File: src/rtl/sem_engine_pkg.sv
// Shared types for the read-to-acquire lock engine.
// Assumes: a single lock word per engine instance.
package sem_engine_pkg;

    // Lock state machine encoding: idle plus three working states.
    typedef enum logic [1:0] {
        ST_IDLE   = 2'd0,  // lock free, register holds zero
        ST_SAMPLE = 2'd1,  // a winning read was just seen
        ST_COMMIT = 2'd2,  // held code is being written into the register
        ST_HELD   = 2'd3   // waiting for the release write
    } sem_state_e;

endpackage

File: src/rtl/sem_addr_dec.sv
// Address decoder for the lock engine window.
// What it does: flags whether the access falls inside the engine window and
// whether it targets the lock word (word granularity, low two bits ignored).
// Assumes: WIN_BASE + WIN_SPAN fits in ADDR_W+1 bits.
module sem_addr_dec #(
    parameter int unsigned          ADDR_W   = 20,
    parameter logic [ADDR_W-1:0]    WIN_BASE = 20'hB0000,
    parameter logic [ADDR_W-1:0]    WIN_SPAN = 20'h20000,
    parameter logic [ADDR_W-1:0]    LOCK_OFS = 20'h00000
) (
    input  logic              sel,
    input  logic [ADDR_W-1:0] addr,
    output logic              in_win,
    output logic              lock_hit
);

    localparam logic [ADDR_W:0] LO_BOUND = {1'b0, WIN_BASE};
    localparam logic [ADDR_W:0] HI_BOUND = {1'b0, WIN_BASE} + {1'b0, WIN_SPAN};
    localparam logic [ADDR_W-1:0] LOCK_WORD = LOCK_OFS >> 2;

    logic [ADDR_W:0]   addr_wide;
    logic [ADDR_W-1:0] offset;

    // Window membership and lock-word match for the current access.
    always_comb begin
        addr_wide = {1'b0, addr};
        offset    = addr - WIN_BASE;
        in_win    = sel && (addr_wide >= LO_BOUND) && (addr_wide < HI_BOUND);
        lock_hit  = in_win && ((offset >> 2) == LOCK_WORD);
    end

endmodule

File: src/rtl/sem_lock_fsm.sv
// Lock state machine.
// What it does: moves idle -> sample on a winning read, sample -> commit ->
// held, where the held code is written into the lock register; any release
// write returns to idle with the register cleared.
// Assumes: acq_rd is never high together with rel_wr (the top masks it).
module sem_lock_fsm
    import sem_engine_pkg::*;
#(
    parameter int unsigned        DATA_W    = 32,
    parameter logic [DATA_W-1:0]  HELD_CODE = 32'h0000_0001
) (
    input  logic              clk,
    input  logic              rst_n,
    input  logic              acq_rd,
    input  logic              rel_wr,
    output logic              busy,
    output logic [DATA_W-1:0] lock_q
);

    sem_state_e state, state_nxt;

    // Next-state selection; a release write always wins.
    always_comb begin
        state_nxt = state;
        if (rel_wr) begin
            state_nxt = ST_IDLE;
        end else begin
            case (state)
                ST_IDLE:   if (acq_rd) state_nxt = ST_SAMPLE;
                ST_SAMPLE: state_nxt = ST_COMMIT;
                ST_COMMIT: state_nxt = ST_HELD;
                ST_HELD:   state_nxt = ST_HELD;
                default:   state_nxt = ST_IDLE;
            endcase
        end
    end

    // State register and the lock register it controls.
    always_ff @(posedge clk) begin
        if (!rst_n) begin
            state  <= ST_IDLE;
            lock_q <= '0;
        end else begin
            state <= state_nxt;
            if (rel_wr) begin
                lock_q <= '0;
            end else if (state == ST_COMMIT) begin
                lock_q <= HELD_CODE;
            end
        end
    end

    // Any working state counts as held for readers.
    always_comb busy = (state != ST_IDLE);

    // in idle the lock register is free
    assert_idle_free_R1: assert property (@(posedge clk) disable iff (!rst_n)
        (state == ST_IDLE) |-> (lock_q == '0));

    // a winning read leaves idle
    assert_acquire_R3: assert property (@(posedge clk) disable iff (!rst_n)
        (state == ST_IDLE && acq_rd && !rel_wr) |=> (state == ST_SAMPLE));

    // sample -> commit -> held with the held code stored
    assert_sample_step_R5: assert property (@(posedge clk) disable iff (!rst_n)
        (state == ST_SAMPLE && !rel_wr) |=> (state == ST_COMMIT));
    assert_commit_step_R5: assert property (@(posedge clk) disable iff (!rst_n)
        (state == ST_COMMIT && !rel_wr) |=> (state == ST_HELD && lock_q == HELD_CODE));
    assert_hold_stable_R5: assert property (@(posedge clk) disable iff (!rst_n)
        (state == ST_HELD && !rel_wr) |=> (state == ST_HELD && $stable(lock_q)));

    // a release write frees the lock from any state
    assert_release_R6: assert property (@(posedge clk) disable iff (!rst_n)
        rel_wr |=> (state == ST_IDLE && lock_q == '0));

    // without a winning read the engine stays idle
    assert_no_spurious_R11: assert property (@(posedge clk) disable iff (!rst_n)
        (state == ST_IDLE && !acq_rd) |=> (state == ST_IDLE));

endmodule

File: src/rtl/sem_rd_mux.sv
// Read data selection.
// What it does: returns the pre-side-effect lock value for a lock-word read,
// the held code when the lock is busy or the read collides with a write, and
// zero otherwise.
// Assumes: lock_q is zero whenever busy is low.
module sem_rd_mux #(
    parameter int unsigned        DATA_W    = 32,
    parameter logic [DATA_W-1:0]  HELD_CODE = 32'h0000_0001
) (
    input  logic              lock_rd,
    input  logic              lock_wr,
    input  logic              busy,
    input  logic [DATA_W-1:0] lock_q,
    output logic [DATA_W-1:0] rdata
);

    // Pick the value seen by the current read.
    always_comb begin
        if (!lock_rd) begin
            rdata = '0;
        end else if (lock_wr || busy) begin
            rdata = HELD_CODE;
        end else begin
            rdata = lock_q;
        end
    end

endmodule

File: src/rtl/sem_engine.sv
// Read-to-acquire lock engine, top level.
// What it does: a single-cycle slave exposing one lock word; a read of a free
// lock returns zero and takes it, any write to the lock word releases it.
// Assumes: one access per cycle; a cycle with both strobes is a write.
module sem_engine
    import sem_engine_pkg::*;
#(
    parameter int unsigned        ADDR_W    = 20,
    parameter int unsigned        DATA_W    = 32,
    parameter logic [ADDR_W-1:0]  WIN_BASE  = 20'hB0000,
    parameter logic [ADDR_W-1:0]  WIN_SPAN  = 20'h20000,
    parameter logic [ADDR_W-1:0]  LOCK_OFS  = 20'h00000,
    parameter logic [DATA_W-1:0]  HELD_CODE = 32'h0000_0001
) (
    input  logic              clk,
    input  logic              rst_n,
    input  logic              bus_sel,
    input  logic              bus_rd,
    input  logic              bus_wr,
    input  logic [ADDR_W-1:0] bus_addr,
    input  logic [DATA_W-1:0] bus_wdata,
    output logic [DATA_W-1:0] bus_rdata
);

    logic              in_win;
    logic              lock_hit;
    logic              lock_rd;
    logic              lock_wr;
    logic              acq_rd;
    logic              busy;
    logic [DATA_W-1:0] lock_q;

    sem_addr_dec #(
        .ADDR_W   (ADDR_W),
        .WIN_BASE (WIN_BASE),
        .WIN_SPAN (WIN_SPAN),
        .LOCK_OFS (LOCK_OFS)
    ) u_dec (
        .sel      (bus_sel),
        .addr     (bus_addr),
        .in_win   (in_win),
        .lock_hit (lock_hit)
    );

    // Qualify strobes with the lock-word hit; writes take priority.
    always_comb begin
        lock_rd = lock_hit && bus_rd;
        lock_wr = lock_hit && bus_wr;
        acq_rd  = lock_rd && !lock_wr;
    end

    sem_lock_fsm #(
        .DATA_W    (DATA_W),
        .HELD_CODE (HELD_CODE)
    ) u_fsm (
        .clk    (clk),
        .rst_n  (rst_n),
        .acq_rd (acq_rd),
        .rel_wr (lock_wr),
        .busy   (busy),
        .lock_q (lock_q)
    );

    sem_rd_mux #(
        .DATA_W    (DATA_W),
        .HELD_CODE (HELD_CODE)
    ) u_mux (
        .lock_rd (lock_rd),
        .lock_wr (lock_wr),
        .busy    (busy),
        .lock_q  (lock_q),
        .rdata   (bus_rdata)
    );

    // two consecutive winning reads are impossible
    assert_exclusive_R4: assert property (@(posedge clk) disable iff (!rst_n)
        (acq_rd && bus_rdata == '0) |=> !(acq_rd && bus_rdata == '0));

    // a release store with any defined data leaves the lock free
    assert_release_any_data_R6: assert property (@(posedge clk) disable iff (!rst_n)
        (lock_wr && !$isunknown(bus_wdata)) |=> (!busy && lock_q == '0));

    // a colliding read and write never reports the lock as free
    assert_collide_R9: assert property (@(posedge clk) disable iff (!rst_n)
        (lock_rd && lock_wr) |-> (bus_rdata == HELD_CODE));

    // non-lock addresses inside the window read as zero
    assert_window_zero_R10: assert property (@(posedge clk) disable iff (!rst_n)
        (in_win && !lock_hit) |-> (bus_rdata == '0));

    // no read strobe, no read data
    assert_idle_bus_R12: assert property (@(posedge clk) disable iff (!rst_n)
        !bus_rd |-> (bus_rdata == '0));

endmodule

File: config.mk
export PLATFORM = sky130hd
export DESIGN_NAME = sem_engine
export DESIGN_NICKNAME = d
export VERILOG_FILES = /design/src/rtl/sem_engine_pkg.sv /design/src/rtl/sem_addr_dec.sv /design/src/rtl/sem_lock_fsm.sv /design/src/rtl/sem_rd_mux.sv /design/src/rtl/sem_engine.sv
export SDC_FILE = /design/constraint.sdc
export NUM_CORES = 1
export LEC_CHECK = 0
export ABC_CLOCK_PERIOD_IN_PS = 3700
export CAP_MARGIN = 10
export CELL_PAD_IN_SITES_DETAIL_PLACEMENT = 0
export CELL_PAD_IN_SITES_GLOBAL_PLACEMENT = 1
export CORE_MARGIN = 2
export CORE_UTILIZATION = 20
export CTS_CLUSTER_SIZE = 16
export DETAILED_ROUTE_END_ITERATION = 12
export PLACE_DENSITY = 0.9
export SLEW_MARGIN = 40
export SYNTH_ARGS = -nofsm -noshare
export SYNTH_HDL_FRONTEND = slang
export SYNTH_HIERARCHICAL = 1
export SYNTH_SLANG_ARGS = --single-unit
File: constraint.sdc
create_clock -name clk -period 3.7 [get_ports clk]
set_input_delay 1.11 -clock clk [delete_from_list [all_inputs] [get_ports clk]]
set_output_delay 1.11 -clock clk [all_outputs]
set_load 0.005 [all_outputs]
# Yosys cells after proc, flatten, opt, wreduce, memory -nomap -nowiden
# Index checks and enable logic that the tools add are counted.
[totals]
register_bits = 3
inputBits = 57
out_inout_bits = 32
[op_classes]
addsub = 1
order_cmp = 2
eq_ne = 4
muxes = 4
bitwise_logic = 1
n_reduce_logical = 13
[op_table]
columns = ["operator", "n"]
rows = [
  ["32-bit two-way mux", 1],
  ["20-bit >= comparator (second input constant)", 1],
  ["20-bit zero test", 1],
  ["20-bit less-than comparator (second input constant)", 1],
  ["20-bit subtractor (second input constant)", 1],
  ["1-bit logical AND", 6],
  ["2-bit one-hot mux with 3 select lines", 1],
  ["2-bit == test (second input constant)", 2],
  ["2-bit OR reduction", 2],
  ["2-bit by 1-bit == test with 1-bit output (second input constant)", 1],
  ["2-bit zero test", 1],
  ["2-bit two-way mux", 1],
  ["2-bit != test (second input constant)", 1],
  ["2-bit nonzero test", 1],
  ["1-bit zero test", 1],
  ["1-bit logical OR", 1],
  ["1-bit two-way mux", 1],
  ["1-bit NOT", 1],
]

# Longest topological paths before layout
# Gate-level depths: netlist of the first run.
[depth]
word_depth = 9
ltp_mapped = 6
depth_no_buf = 6

# Cells and area by module
# Netlist of the first run, hierarchy kept.
[modules_own_cells]
columns = ["module", "n_inst", "cells_per_inst", "area_per_inst_um2", "seq_area_each_um2"]
rows = [
  ["sem_rd_mux", 1, 41, 454.2, 0.0],
  ["sem_lock_fsm", 1, 44, 355.3, 60.1],
  ["sem_addr_dec", 1, 10, 93.8, 0.0],
  ["sem_engine", 1, 3, 22.5, 0.0],
]

# Least setup slack after synthesis of the first run
# OpenSTA, ideal clock, no wires.
[synth_timing]
path_kind = "input to output"
from = "input port bus_addr[10]"
to = "output port bus_rdata[0]"
t_arrival_ns = 2.262
required_ns = 2.590
path_slack_ns = 0.328
cell_stages = 6
path_cell_list = "nor4_2 nand4_1 nor4b_2 and2_2 buf_2 o31a_1"
[synth_via]
elab_chain_len = 8
elab_cells_between_ends = 12
[synth_rtl]
columns = ["item", "line", "text"]
rows = [
  ["start: declaration", "sem_engine.sv:20", "input logic [ADDR_W-1:0] bus_addr,"],
  ["parallel branches: the longest is 3 deep, another holds 20-bit subtractor", "--", ""],
  ["1-bit logical AND *", "sem_addr_dec.sv:29", "lock_hit = in_win && ((offset >> 2) == LOCK_WORD);"],
  ["via lock_hit", "sem_engine.sv:26", "logic lock_hit;"],
  ["1-bit logical AND *", "sem_engine.sv:48", "lock_wr = lock_hit && bus_wr;"],
  ["via lock_wr", "sem_engine.sv:28", "logic lock_wr;"],
  ["1-bit logical OR *", "sem_rd_mux.sv:21", "end else if (lock_wr || busy) begin"],
  ["1-bit two-way mux *", "sem_rd_mux.sv:21", ""],
  ["32-bit two-way mux *", "sem_rd_mux.sv:19", "if (!lock_rd) begin"],
  ["end: declaration", "sem_engine.sv:22", "output logic [DATA_W-1:0] bus_rdata"],
]
# Mark *: on every way through the listed nets, which the timed path passes.

# Worst setup path in the final report of the first run
[layout_timing]
from = "input port bus_addr[6]"
to = "output port bus_rdata[0]"
[layout_via]
elab_cells_between_ends = 12
[layout_rtl]
columns = ["item", "line", "text"]
rows = [
  ["parallel branches: the longest is 3 deep, another holds 20-bit subtractor", "--", ""],
  ["1-bit logical AND *", "sem_addr_dec.sv:29", ""],
  ["via lock_hit", "sem_engine.sv:26", ""],
  ["1-bit logical AND *", "sem_engine.sv:47", "lock_rd = lock_hit && bus_rd;"],
  ["via lock_rd", "sem_engine.sv:27", "logic lock_rd;"],
  ["32-bit two-way mux *", "sem_rd_mux.sv:19", ""],
]
# Marks and branches as above.

==> results.md, run 1 <==
* Status: completed
* Arr. time, crit path at 2.49 ns
* First-pass GRT wire length at 2790 µm
* Area of the die at 5060 µm²
* Cells after Synth at 94
* Leak at 0.482 nW
* RR Endpoint: u_fsm/state[1]
* Number of global-route vias before repair at 538
* Initial Util at 20.7%
* Hold buffer count at cts at 0
* H-tree levels at 1
* Final setup fails at 0
* Vias at 635
* Power Density at 143 nW/µm²
* Worst R2R Path Depth at 2
* Tmin final at 3.60 ns
* Commonest non-fill, non-tap cell in the layout: conb_1
* Ports at 89
* Mapped Area at 901 µm²
* Total GRT Usage at 6.92%
* Core region area at 4350 µm²
* PnR worst setup slack at 0.103 ns
* Worst IR Drop VDD at 0.152 mV
* Initial DRC Count at 8
* Worst-path cell chain: clkdlybuf4s15_1, nor4_2, nand4_1, nor4b_4, and2_4, o31a_1, buf_2
* Crit path from: bus_addr[6]
* Routed Antenna Nets at 0
* Antenna diodes at 0
* Crit Path Max Fanout at 3
* Worst Skew at 0.000608 ns
* RSZ-0062 raised after global routing: false
* Largest net degree at the start of global routing at 34
* Initial antenna violation count at 0
* CTS tree: built
* Clock latency on the worst-skew pair at 0.22 ns
* CTS Sinks at 3
* Slowest-stage cell, CP: nor4b_4
* Share of post-route cells with drive strength above 1 at 28.9%
* Hpwl dp at 1300 µm
* Placement Rows at 24
* Util after Layout at 24.6%
* Worst Hold Class: flip-flop to flip-flop
* WS Path Type: input port to output pin
* Worst Setup EP: bus_rdata[0]
* Syn_area_per_cell at 9.58 µm²
* Fmax at 0.278 GHz
* Yosys Warn Count at 6
* Area delta synth->final at 18.8%
* Clk slew on worst S/H paths at 0.03 ns
* Max-cap violations at 0
* Total CTS buffers at 3
* Most frequent cells in the layout: 31 x conb_1, 17 x and4bb_1, 12 x and4bb_2, 7 x dlygate4sd2_1, 6 x clkdlybuf4s50_1
* CP required at 2.59 ns
* Final Cycle Share at 97.2%
* Total grt overflow at 0
* DR WL/cell at 10.7 µm
* Total wire length at 1780 µm
* CTS root buf: clkbuf_8
* R2R setup slack at 2.77 ns
* Clock Path Buffers at 2
* Startpoint types: input port
* FF-to-FF Start: u_fsm/state[0]
* DIE HEIGHT at 71.1 µm
* NumNets Final at 172
* Fin. Hold Viols at 0
* Port Buffers at 23
* Worst Setup End Kind: output pin
* Total power at 0.153 mW
* Residual DRC at 0
* Placer Congestion at 0.605
* Via/cell ratio at 3.83
* DRT Pass-1 Iters at 4
* Place WS at -0.556 ns
* Crit-path max cell delay at 0.33 ns
* DIE WIDTH at 71.1 µm
* Slew Viols, Final at 0
[how the worst min path moves through the flow]
stage	from	end	depth (start not counted)
2_1_floorplan	u_fsm/lock_q[0]	u_fsm/lock_q[0]	2
3_3_place_gp	u_fsm/lock_q[0]	u_fsm/lock_q[0]	2
3_5_place_dp	u_fsm/lock_q[0]	u_fsm/lock_q[0]	2
4_1_cts	u_fsm/lock_q[0]	u_fsm/lock_q[0]	2
5_1_grt	u_fsm/lock_q[0]	u_fsm/lock_q[0]	2
6_report	u_fsm/lock_q[0]	u_fsm/lock_q[0]	2
[through the flow]
stage,instances,hold slack [ns],setup TNS [ns],area [µm²]
2_1_floorplan,124,0.425,0,1010
3_3_place_gp,161,0.439,-0.574,1040
3_5_place_dp,161,0.442,-0.556,1040
4_1_cts,165,0.447,0,1060
5_1_grt,166,0.481,0,1070
6_report,166,0.447,0,1070
[what timing repair did]
action / in CTS / in global routing
endpoints found under the setup margin: 1 / 1
resized for setup: 21 / 16
buffers inserted: 0 / 1
pin swaps: 8 / 8
[layout make-up]
type / instances / area (µm²)
Timing Repair Buffer: 26 / 214
Tap cell: 52 / 65.1
Multi-Input combinational cell: 79 / 678
Inverter: 2 / 7.51
Fill cell: 477 / 3280
Sequential cell: 3 / 60.1
Clock buffer: 4 / 45.0
[metal layers]
layer	routed length [µm]	vias to the layer above	global-route usage [%]
li1	-	328	-
met4	0	0	1.89
met5	0	-	0
met3	97	0	1.85
met2	938	20	11.9
met1	742	287	8.48
[report_power, final]
group	internal [mW]	total (mW)	switching, mW
Combinational	0.0161	0.0248	0.00872
Sequential	0.0326	0.0326	0.000000582
Clock	0.0735	0.0957	0.0222
[flip-flops by register name, summed over array words and instances, names as in the netlist]
register,count
u_fsm/lock_q,1
u_fsm/state,2
[critical path, delay by kind of cell]
kind | cells | cell delay (ns)
compound gates | 1 | 0.13
buf+inv | 2 | 0.29
simple gates | 4 | 0.95
No activity file was read; power rests on OpenSTA's default activity.
==> run 2: changes to the inputs <==
--- a/config.mk
+++ b/config.mk
@@ -13,7 +13,8 @@
 export CORE_UTILIZATION = 20
 export CTS_CLUSTER_SIZE = 16
 export DETAILED_ROUTE_END_ITERATION = 12
-export PLACE_DENSITY = 0.9
+export GPL_ROUTABILITY_DRIVEN = 0
+export PLACE_DENSITY = 0.91
 export SLEW_MARGIN = 40
 export SYNTH_ARGS = -nofsm -noshare
 export SYNTH_HDL_FRONTEND = slang
==> results.md, run 2 (synthesized netlist as in run 1, its figures left out) <==
* Fin. Hold Viols at 0 (unchanged)
* Worst Skew at 0.000123 ns (was 0.000608 ns)
* Tmin final at 3.58 ns (was 3.60 ns)
* Total CTS buffers at 3 (unchanged)
* Antenna diodes at 0 (unchanged)
* NumNets Final at 171 (was 172)
* Slew Viols, Final at 0 (unchanged)
* Number of global-route vias before repair at 593 (was 538)
* Leak at 0.470 nW (was 0.482 nW)
* FF-to-FF Start: u_fsm/state[0] (unchanged)
* Ports at 89 (unchanged)
* Sw frac at 20.0% (was 20.2%)
* P_int at 0.122 mW (about the same)
* Clock latency on the worst-skew pair at 0.22 ns (about the same)
* WS Path Type: input port to output pin (unchanged)
* Clock share of power at 62.8% (was 62.5%)
* First-pass GRT wire length at 2900 µm (was 2790 µm)
* DIE HEIGHT at 71.1 µm (unchanged)
* Register name with the most flops: u_fsm/state (unchanged)
* Initial Util at 20.7% (unchanged)
* Power Density at 145 nW/µm² (was 143 nW/µm²)
* Core region area at 4350 µm² (unchanged)
* DRT Pass-1 Iters at 3 (was 4)
* CP required at 2.59 ns (about the same)
* Largest registers: u_fsm/state (2), u_fsm/lock_q (1) (unchanged)
* Max reg flops at 2 (unchanged)
* Worst IR Drop VDD at 0.104 mV (was 0.152 mV)
* Crit Path Max Fanout at 3 (unchanged)
* H-tree levels at 1 (unchanged)
* Final Cycle Share at 96.8% (was 97.2%)
* RSZ-0062 raised after global routing: false (unchanged)
* Via/cell ratio at 3.84 (was 3.83)
* Max-cap violations at 0 (unchanged)
* Startpoint types: input port (unchanged)
* Post-route design area at 1050 µm² (was 1070 µm²)
* DR WL/cell at 10.7 µm (about the same)
* CTS root buf: clkbuf_8 (unchanged)
* Crit-path max cell delay at 0.33 ns (about the same)
* CTS Sinks at 3 (unchanged)
* Combinational power share at 15.9% (was 16.2%)
* CTS tree: built (unchanged)
* Total GRT Usage at 7.28% (was 6.92%)
* Commonest non-fill, non-tap cell in the layout: conb_1 (unchanged)
* DIE WIDTH at 71.1 µm (unchanged)
* Share of post-route cells with drive strength above 1 at 26.5% (was 28.9%)
* Worst-path cell chain: dlygate4sd2_1, nor4_2, nand4_1, nor4b_2, and2_1, o31a_1, buf_2 (was clkdlybuf4s15_1, nor4_2, nand4_1, nor4b_4, and2_4, o31a_1, buf_2)
* Worst Setup End Kind: output pin (unchanged)
* Setup TNS at 0 ns (unchanged)
* Arr. time, crit path at 2.47 ns (was 2.49 ns)
* Worst Hold Class: flip-flop to flip-flop (unchanged)
* Psw at 0.0305 mW (was 0.0309 mW)
* Clock Path Buffers at 2 (unchanged)
* Routed Antenna Nets at 0 (unchanged)
* Residual DRC at 0 (unchanged)
* Total grt overflow at 0 (unchanged)
* Sequential share of power at 21.4% (was 21.3%)
* Final setup fails at 0 (unchanged)
* Slowest-stage cell, CP: nor4b_2 (was nor4b_4)
* Fmax at 0.279 GHz (was 0.278 GHz)
* Area of the die at 5060 µm² (unchanged)
* Clk slew on worst S/H paths at 0.03 ns (about the same)
* Post-place instance area at 1040 µm² (unchanged)
* Most frequent cells in the layout: 31 x conb_1, 17 x and4bb_1, 12 x and4bb_2, 8 x dlygate4sd2_1, 6 x clkdlybuf4s50_1 (was 31 x conb_1, 17 x and4bb_1, 12 x and4bb_2, 7 x dlygate4sd2_1, 6 x clkdlybuf4s50_1)
* Total wire length at 1760 µm (was 1780 µm)
* Worst hold start: u_fsm/lock_q[0] (unchanged)
* Port Buffers at 23 (unchanged)
* Crit path from: bus_addr[9] (was bus_addr[6])
* Initial DRC Count at 7 (was 8)
* Vias at 633 (was 635)
* Initial antenna violation count at 0 (unchanged)
* Largest net degree at the start of global routing at 34 (unchanged)
* Status: completed (unchanged)
* Area delta synth->final at 17.1% (was 18.8%)
* Placement Rows at 24 (unchanged)
## run 2: critical path: cells and delay by family
kind	cells	cell delay, ns
simple gates	4	0.87
compound gates	1	0.14
buf+inv	2	0.35
## run 2: repair_timing
item,4_1_cts,5_1_grt
pin swaps,8,6
buffers inserted,0,0
hold buffers,0,0
cloned,0,0
gates resized for setup,24,9
setup endpoints to repair,1,1
## run 2: worst paths after layout
check	slack (ns)	cells past startpoint	to
max reg2reg	2.77	2	u_fsm/state[1]
max	0.12	7	bus_rdata[0]
min	0.44	2	u_fsm/lock_q[0]
min reg2reg	0.44	2	u_fsm/lock_q[0]
## run 2: layout make-up
type / instances / area, µm²
fill: 476 / 3300
multi-input combinational: 79 / 667
timing repair buffer: 25 / 210
tap: 52 / 65.1
sequential: 3 / 60.1
clock buffer: 4 / 45.0
inverter: 2 / 7.51
## run 2: power by group through the flow
| stage | Sequential [mW] | Clock, mW | Combinational [mW] |
|---|---|---|---|
| after floorplan | 0.0330 | 0 | 0.0287 |
| after global placement | 0.0330 | 0 | 0.0296 |
| after detailed placement | 0.0330 | 0 | 0.0298 |
| after CTS | 0.0326 | 0.0988 | 0.0243 |
| after global routing | 0.0326 | 0.101 | 0.0277 |
| final | 0.0326 | 0.0958 | 0.0242 |
## run 2: metal layers
| layer | up-vias | wire [µm] | part of all wire, % | GRT usage [%] |
|---|---|---|---|---|
| met5 | - | 0 | 0 | 0 |
| met4 | 0 | 33 | 1.9 | 3.77 |
| met3 | 6 | 86 | 4.9 | 1.14 |
| met2 | 22 | 918 | 52 | 13.9 |
| met1 | 278 | 723 | 41 | 7.55 |
| li1 | 327 | - | - | - |
## run 2: metrics by stage
step | hold WS (ns) | cells | utilization [%] | power (mW) | worst slack [ns]
3_3_place_gp | 0.437 | 161 | 24.0 | 0.0626 | -0.550
4_1_cts | 0.446 | 165 | 24.5 | 0.156 | 0.00269
2_1_floorplan | 0.425 | 124 | - | 0.0617 | 0.328
6_report | 0.441 | 165 | 24.2 | 0.153 | 0.118
5_1_grt | 0.472 | 165 | 24.2 | 0.162 | 0.00671
3_5_place_dp | 0.440 | 161 | 24.0 | 0.0628 | -0.556
==> run 3: changes to the inputs <==
--- a/config.mk
+++ b/config.mk
@@ -13,7 +13,7 @@
 export CORE_UTILIZATION = 20
 export CTS_CLUSTER_SIZE = 16
 export DETAILED_ROUTE_END_ITERATION = 12
-export GPL_ROUTABILITY_DRIVEN = 0
+export GPL_ROUTABILITY_DRIVEN = 1
 export PLACE_DENSITY = 0.91
 export SLEW_MARGIN = 40
 export SYNTH_ARGS = -nofsm -noshare
==> results of run 3 <==
The final DEF is identical to that of run 2; final timing and power are the same.
